`config.mk`:
```
export PLATFORM = sky130hd
export DESIGN_NAME = vec_expander
export DESIGN_NICKNAME = d
export VERILOG_FILES = /design/src/rtl/vexp_pkg.sv /design/src/rtl/vexp_regtab.sv /design/src/rtl/vexp_dpath.sv /design/src/rtl/vexp_ctrl.sv /design/src/rtl/vec_expander.sv
export SDC_FILE = /design/constraint.sdc
export NUM_CORES = 1
export LEC_CHECK = 0
export BUFFER_PORTS_ARGS = -buffer_cell sky130_fd_sc_hd__buf_2
export CAP_MARGIN = 20
export CORE_MARGIN = 2
export CORE_UTILIZATION = 25
export DETAILED_ROUTE_END_ITERATION = 12
export RECOVER_POWER = 25
export SLEW_MARGIN = 5
export SYNTH_ARGS = -nofsm -noshare
export SYNTH_HDL_FRONTEND = slang
export SYNTH_SLANG_ARGS = --single-unit
```
`constraint.sdc`:
```
create_clock -name clk -period 5.6 [get_ports clk]
set_input_delay 0.84 -clock clk [delete_from_list [all_inputs] [get_ports clk]]
set_output_delay 0.84 -clock clk [all_outputs]
set_load 0.01 [all_outputs]
```
`src/rtl/vexp_pkg.sv`:
```
package vexp_pkg;
  localparam int REG_W    = 5;
  localparam int NUM_REGS = 32;
  localparam int N_OPND   = 3;   // 0 = rd, 1 = rs1, 2 = rs2

  typedef logic [REG_W-1:0] regIdxT;

  typedef struct packed {
    logic   valid;
    regIdxT key;
    logic   isVec;
    regIdxT target;
  } tabEntryT;

  typedef struct packed {
    logic load;  // capture a new instruction
    logic step;  // move to the next element
  } ctrlStrobeT;

  typedef enum logic {ST_IDLE, ST_BUSY} ctrlStateT;
endpackage

```
`src/rtl/vexp_regtab.sv`:
```
module vexp_regtab
  import vexp_pkg::*;
#(
  parameter int ENTRIES = 16,
  parameter int NPORTS  = 3,
  localparam int IDX_W  = (ENTRIES > 1) ? $clog2(ENTRIES) : 1
) (
  input  logic                     clk,
  input  logic                     rstN,
  input  logic                     wrEn,
  input  logic [IDX_W-1:0]         wrIdx,
  input  tabEntryT                 wrEntry,
  input  regIdxT [NPORTS-1:0]      lookKey,
  output logic   [NPORTS-1:0]      lookVec,
  output regIdxT [NPORTS-1:0]      lookTarget
);
  tabEntryT tab [ENTRIES];

  always_ff @(posedge clk) begin
    if (!rstN) begin
      for (int e = 0; e < ENTRIES; e++) tab[e] <= '0;
    end else if (wrEn && (int'(wrIdx) < ENTRIES)) begin
      tab[wrIdx] <= wrEntry;
    end
  end

  for (genvar p = 0; p < NPORTS; p++) begin : g_port
    logic   hitVec;
    regIdxT hitTgt;
    // scan from the top so the lowest matching index is the last to assign
    always_comb begin
      hitVec = 1'b0;
      hitTgt = lookKey[p];
      for (int e = ENTRIES - 1; e >= 0; e--) begin
        if (tab[e].valid && (tab[e].key == lookKey[p])) begin
          hitVec = tab[e].isVec;
          hitTgt = tab[e].isVec ? tab[e].target : lookKey[p];
        end
      end
    end
    assign lookVec[p]    = hitVec;
    assign lookTarget[p] = hitTgt;
  end
endmodule

```
`src/rtl/vexp_dpath.sv`:
```
module vexp_dpath
  import vexp_pkg::*;
#(
  parameter int OP_W   = 8,
  parameter int MAX_VL = 16,
  localparam int VL_W  = $clog2(MAX_VL + 1),
  localparam int CNT_W = (MAX_VL > 1) ? $clog2(MAX_VL) : 1
) (
  input  logic                  clk,
  input  logic                  rstN,
  input  ctrlStrobeT            strobe,
  input  logic [OP_W-1:0]       inOp,
  input  logic   [N_OPND-1:0]   lookVec,
  input  regIdxT [N_OPND-1:0]   lookTarget,
  input  logic [VL_W-1:0]       vecLen,
  input  logic [MAX_VL-1:0]     predMask,
  output logic                  curBit,
  output logic                  lastElem,
  output logic                  loadEmpty,
  output logic                  loadOverflow,
  output logic [OP_W-1:0]       outOp,
  output regIdxT [N_OPND-1:0]   outRegs
);
  localparam int SUM_W = ((VL_W > REG_W) ? VL_W : REG_W) + 1;

  logic [VL_W-1:0]     vlEff;
  logic [MAX_VL-1:0]   vlMask;
  logic [MAX_VL-1:0]   effMask;
  logic [N_OPND-1:0]   opndOvf;

  logic [OP_W-1:0]     opR;
  regIdxT [N_OPND-1:0] baseR;
  logic [N_OPND-1:0]   vecR;
  logic [MAX_VL-1:0]   maskR;
  logic [CNT_W-1:0]    lastR;
  logic [CNT_W-1:0]    idx;

  assign vlEff = (vecLen > VL_W'(MAX_VL)) ? VL_W'(MAX_VL) : vecLen;

  always_comb begin
    for (int i = 0; i < MAX_VL; i++) vlMask[i] = (VL_W'(i) < vlEff);
  end
  assign effMask   = predMask & vlMask;
  assign loadEmpty = (effMask == '0);

  for (genvar k = 0; k < N_OPND; k++) begin : g_opnd
    // base + VL - 1 > 31  <=>  base + VL > 32
    assign opndOvf[k] = lookVec[k] && (vlEff != '0) &&
                        ((SUM_W'(lookTarget[k]) + SUM_W'(vlEff)) > SUM_W'(NUM_REGS));
    assign outRegs[k] = baseR[k] + (vecR[k] ? REG_W'(idx) : REG_W'(0));
  end
  assign loadOverflow = |opndOvf;

  always_ff @(posedge clk) begin
    if (!rstN) begin
      opR   <= '0;
      baseR <= '0;
      vecR  <= '0;
      maskR <= '0;
      lastR <= '0;
      idx   <= '0;
    end else if (strobe.load) begin
      opR   <= inOp;
      baseR <= lookTarget;
      vecR  <= lookVec;
      maskR <= effMask;
      lastR <= CNT_W'(vlEff - VL_W'(1));
      idx   <= '0;
    end else if (strobe.step) begin
      idx <= idx + CNT_W'(1);
    end
  end

  assign curBit   = maskR[idx];
  assign lastElem = (idx == lastR);
  assign outOp    = opR;
endmodule

```
`src/rtl/vexp_ctrl.sv`:
```
module vexp_ctrl
  import vexp_pkg::*;
(
  input  logic       clk,
  input  logic       rstN,
  input  logic       inValid,
  input  logic       outReady,
  input  logic       curBit,
  input  logic       lastElem,
  input  logic       loadEmpty,
  input  logic       loadOverflow,
  output logic       inReady,
  output logic       outValid,
  output logic       excValid,
  output ctrlStrobeT strobe
);
  ctrlStateT st;
  logic      excR;
  logic      accept;
  logic      advance;

  assign inReady  = (st == ST_IDLE);
  assign accept   = inValid && inReady;
  assign outValid = (st == ST_BUSY) && curBit;
  assign advance  = (st == ST_BUSY) && (!curBit || outReady);
  assign excValid = excR;

  always_comb begin
    strobe      = '0;
    strobe.load = accept;
    strobe.step = advance;
  end

  always_ff @(posedge clk) begin
    if (!rstN) begin
      st   <= ST_IDLE;
      excR <= 1'b0;
    end else begin
      excR <= accept && loadOverflow;
      unique case (st)
        ST_IDLE: if (accept && !loadOverflow && !loadEmpty) st <= ST_BUSY;
        ST_BUSY: if (advance && lastElem) st <= ST_IDLE;
        default: st <= ST_IDLE;
      endcase
    end
  end
endmodule

```
`src/rtl/vec_expander.sv`:
```
module vec_expander
  import vexp_pkg::*;
#(
  parameter int OP_W        = 8,
  parameter int MAX_VL      = 16,
  parameter int TAB_ENTRIES = 16,
  localparam int VL_W       = $clog2(MAX_VL + 1),
  localparam int TAB_IDX_W  = (TAB_ENTRIES > 1) ? $clog2(TAB_ENTRIES) : 1
) (
  input  logic                 clk,
  input  logic                 rstN,
  input  logic                 inValid,
  output logic                 inReady,
  input  logic [OP_W-1:0]      inOp,
  input  logic [4:0]           inRd,
  input  logic [4:0]           inRs1,
  input  logic [4:0]           inRs2,
  input  logic [VL_W-1:0]      vecLen,
  input  logic [MAX_VL-1:0]    predMask,
  input  logic                 cfgWrEn,
  input  logic [TAB_IDX_W-1:0] cfgWrIdx,
  input  logic                 cfgWrValid,
  input  logic [4:0]           cfgWrKey,
  input  logic                 cfgWrIsVec,
  input  logic [4:0]           cfgWrTarget,
  output logic                 outValid,
  input  logic                 outReady,
  output logic [OP_W-1:0]      outOp,
  output logic [4:0]           outRd,
  output logic [4:0]           outRs1,
  output logic [4:0]           outRs2,
  output logic                 excValid
);
  ctrlStrobeT          strobe;
  tabEntryT            wrEntry;
  regIdxT [N_OPND-1:0] lookKey;
  logic   [N_OPND-1:0] lookVec;
  regIdxT [N_OPND-1:0] lookTarget;
  regIdxT [N_OPND-1:0] outRegs;
  logic curBit, lastElem, loadEmpty, loadOverflow;

  assign wrEntry = '{valid: cfgWrValid, key: cfgWrKey, isVec: cfgWrIsVec, target: cfgWrTarget};
  assign lookKey = {inRs2, inRs1, inRd};

  vexp_regtab #(.ENTRIES(TAB_ENTRIES), .NPORTS(N_OPND)) regtab_i (
    .clk(clk), .rstN(rstN), .wrEn(cfgWrEn), .wrIdx(cfgWrIdx), .wrEntry(wrEntry),
    .lookKey(lookKey), .lookVec(lookVec), .lookTarget(lookTarget)
  );

  vexp_ctrl ctrl_i (
    .clk(clk), .rstN(rstN), .inValid(inValid), .outReady(outReady),
    .curBit(curBit), .lastElem(lastElem), .loadEmpty(loadEmpty),
    .loadOverflow(loadOverflow), .inReady(inReady), .outValid(outValid),
    .excValid(excValid), .strobe(strobe)
  );

  vexp_dpath #(.OP_W(OP_W), .MAX_VL(MAX_VL)) dpath_i (
    .clk(clk), .rstN(rstN), .strobe(strobe), .inOp(inOp),
    .lookVec(lookVec), .lookTarget(lookTarget), .vecLen(vecLen), .predMask(predMask),
    .curBit(curBit), .lastElem(lastElem), .loadEmpty(loadEmpty),
    .loadOverflow(loadOverflow), .outOp(outOp), .outRegs(outRegs)
  );

  assign outRd  = outRegs[0];
  assign outRs1 = outRegs[1];
  assign outRs2 = outRegs[2];
endmodule

```
==> results.ini <==
[outcome]
status=complete, but fails checks
violations=max-capacitance violations, max-slew violations

[synth]
synth-seq-area-share_pct=36.4
synth.distinct_cells=90
synth_seq_cells=244
synth-edff-count=192
netlist_instances=2033
yosys.area.top_type=edfxtp_1
synthTopCellsByArea=edfxtp_1, and2_1, xor2_1
synth_area_um2=18700
synth_top_flop_cell=edfxtp_1
yosysMostFrequentCell=and2_1
synth_warnings=0
async_flop_share_pct=0
syn_area_per_cell_um2=9.20
syn_nets=2134
synth_top_cell_area_share_pct=30.8
synth_common_cells=and2_1, edfxtp_1, nand2_1

[sta]
min_period_over_period_pct=88.0
setup_violations=0
skew_ns=0.0552
drv_slew=49
fin_setup_tns_ns=0
grt_setup_unrepaired=no
whs_ns=0.463
hold_violations=0
fmax_mhz=203
tightest_slew_ns=1.70
fin_crit_ns=4.93
relSlewSlack_pct=-13.6
setup_ws_ns=0.672

[floorplanning]
io_pins=91
die-area_um2=77000
start_util_pct=25.2
core_area_um2=74200
die_y_um=278
rows=100
chipWidth_um=278

[worst_setup_path]
crit_start=inRd[3]
max_stage_delay_ns=0.52
crit_chain=buf_2, buf_4, xor2_1, nor4_1, and3_1, or2_2, a21oi_1, nand3_1, nor4_1, a211oi_1, buf_4, ha_1, inv_1, fa_1, inv_1, a21o_1, a21oi_1, xor2_1, nand4b_1, a21oi_1, nor3_1, a221oi_2, o211a_1
cp_top_family=simple AND/OR/NAND/NOR gates
r2r_start=regtab_i.tab[15][8]$_SDFFCE_PN0P_
slowest_stage=buf_2
critPathMostFrequentCell=a21oi_1
r2r_end=ctrl_i.st$_SDFF_PN0_
worstSetupPathType=in2reg
start_kind=input pin
crit_buf_inv=5
critPathRequiredTime_ns=6.09
r2r_setup_slack_ns=0.96
crit_path_end_kind=flop
reg2reg_depth=19
cp.arrival_ns=5.41
crit_fanout=16

[cts]
clkTransAtPathRegs_ns=0.05
ctsResizeCount=0
cts_tree=built
h-tree-depth=2
cts_sinks=244
cts_root_buffer=clkbuf_16
cts.path.max_buffers=3
clock_latency_ns=0.58
cts_buffers=34
post_cts_buffers=0
hold_buffers=0

[min_path]
worstHoldPathCells=2
hold_start=dpath_i.outOp[6]$_SDFFE_PN0P_
min_to=dpath_i.outOp[6]$_SDFFE_PN0P_
worstHoldPathType=reg2reg

[cells_and_area]
final_cell_area_um2=21500
fin_util_pct=29.0
seqCellArea_um2=6810
fillers=7859
fin_nets=2207
areaGrowthSynthToFinish_pct=15.0
fin_cells=3103
multi_input_area_um2=10900
layout-drive-gt1-share_pct=13.2

[placement]
port-buffer-count=90
dp.cells=3037
place_area_um2=20400
hpwl_mm=56.4
place_congestion=1.05
dp_slack_ns=0.234

[power]
p_sw_share_pct=31.2
total_power_mw=5.58
p_leak_nw=8.12
ir_drop_v=0.000219
clkPwrFrac_pct=39.6
power_switching_mw=1.74
power_density_nw_per_um2=259
intPower_mw=3.84
combinationalPowerShare_pct=20.7
power_frac_seq_pct=39.7

[detailed_routing]
ant_nets=0
wire_per_inst_um=24.4
drt_iter0_drc=2158
vias=16584
drt-total-wl_mm=75.6
drt-vias-per-instance=5.34
first_pass_iters=6
post-route-drc-count=0

[global_route]
track_usage_pct=19.2
grt_overflow=0
grt_max_degree=71
antenna_found_initial=2
grt_pass1_wl_mm=110
grt_pass1_vias=16043

[run]
maxCapViolCount=1

[final cells by class]
class                   instances  share of cell area [%]
diodes                          2                  0.0233
well taps                     969                    5.64
repair buffers                197                    5.74
clock buffers                  48                    4.57
flip-flops and latches        244                    31.7
multi-input cells            1579                    50.8
clock inverters                14                   0.698
inverters                      50                   0.873
[registers in the layout, indices dropped and copies added, names as in the netlist]
register / flops
ctrl_i.st: 1
dpath_i.maskR: 16
dpath_i.vecR: 3
dpath_i.idx: 4
dpath_i.baseR: 15
regtab_i.tab: 192
dpath_i.outOp: 8
ctrl_i.excValid: 1
dpath_i.lastR: 4
[layer usage]
layer / wire length [µm] / vias up / part of all wire, % / track usage [%]
li1: - / 7495 / - / -
met2: 32600 / 842 / 43 / 29.3
met4: 3440 / 0 / 4.5 / 8.28
met1: 33100 / 8051 / 44 / 26.3
met5: 0 / - / 0 / 0
met3: 6460 / 196 / 8.5 / 3.82
[layout by cell type, fill, tap and decap left out, types with 16 or more instances in the layout]
master	count
o211ai_1	22
dfxtp_1	52
nor2b_1	16
nand2b_1	46
clkbuf_16	36
xnor2_1	120
nor3_1	34
nand4_1	18
and2_1	182
and3_1	30
edfxtp_1	192
nand2_1	162
o22ai_1	22
nor2_1	67
inv_1	44
o21a_1	48
nand3_1	48
and2_0	32
a21o_1	20
buf_2	80
mux2i_1	34
a21boi_0	33
nor4_1	38
o2111ai_1	21
o21ai_0	123
a31oi_1	18
a21oi_1	52
ha_1	30
clkbuf_1	24
buf_4	97
xor2_1	143
[tightest hold or removal path, stage by stage (launching register included)]
cell and delay, ns:
dfxtp_1 0.30, nand2_1 0.05, a21boi_0 0.06
[worst max path at each step]
stage                      endpoint  slack (ns)  cells after the start
2_1_floorplan  ctrl_i.st$_SDFF_PN0_        1.04                     22
3_3_place_gp   ctrl_i.st$_SDFF_PN0_        0.25                     18
3_5_place_dp   ctrl_i.st$_SDFF_PN0_        0.23                     19
4_1_cts        ctrl_i.st$_SDFF_PN0_        0.79                     19
5_1_grt        ctrl_i.st$_SDFF_PN0_        0.48                     19
6_report       ctrl_i.st$_SDFF_PN0_        0.67                     23
[power groups by stage]
stage	logic, mW	registers (mW)	clock network [mW]
final	1.16	2.22	2.21
after global routing	1.24	2.23	2.33
after CTS	1.14	2.21	2.26
after detailed placement	1.13	2.25	0
after global placement	1.13	2.25	0
after floorplan	0.757	2.18	0
[cell families after synthesis]
logic type               synth area share, %
multiplexers                            2.78
AO/OA/AOI/OAI                           19.4
AND/OR/NAND/NOR                         21.1
XOR/XNOR                                12.4
buffers and inverters                   5.23
flip-flops                              36.4
adder cells (fa/ha/maj)                 2.65
Power figures use the tool's default switching activity.
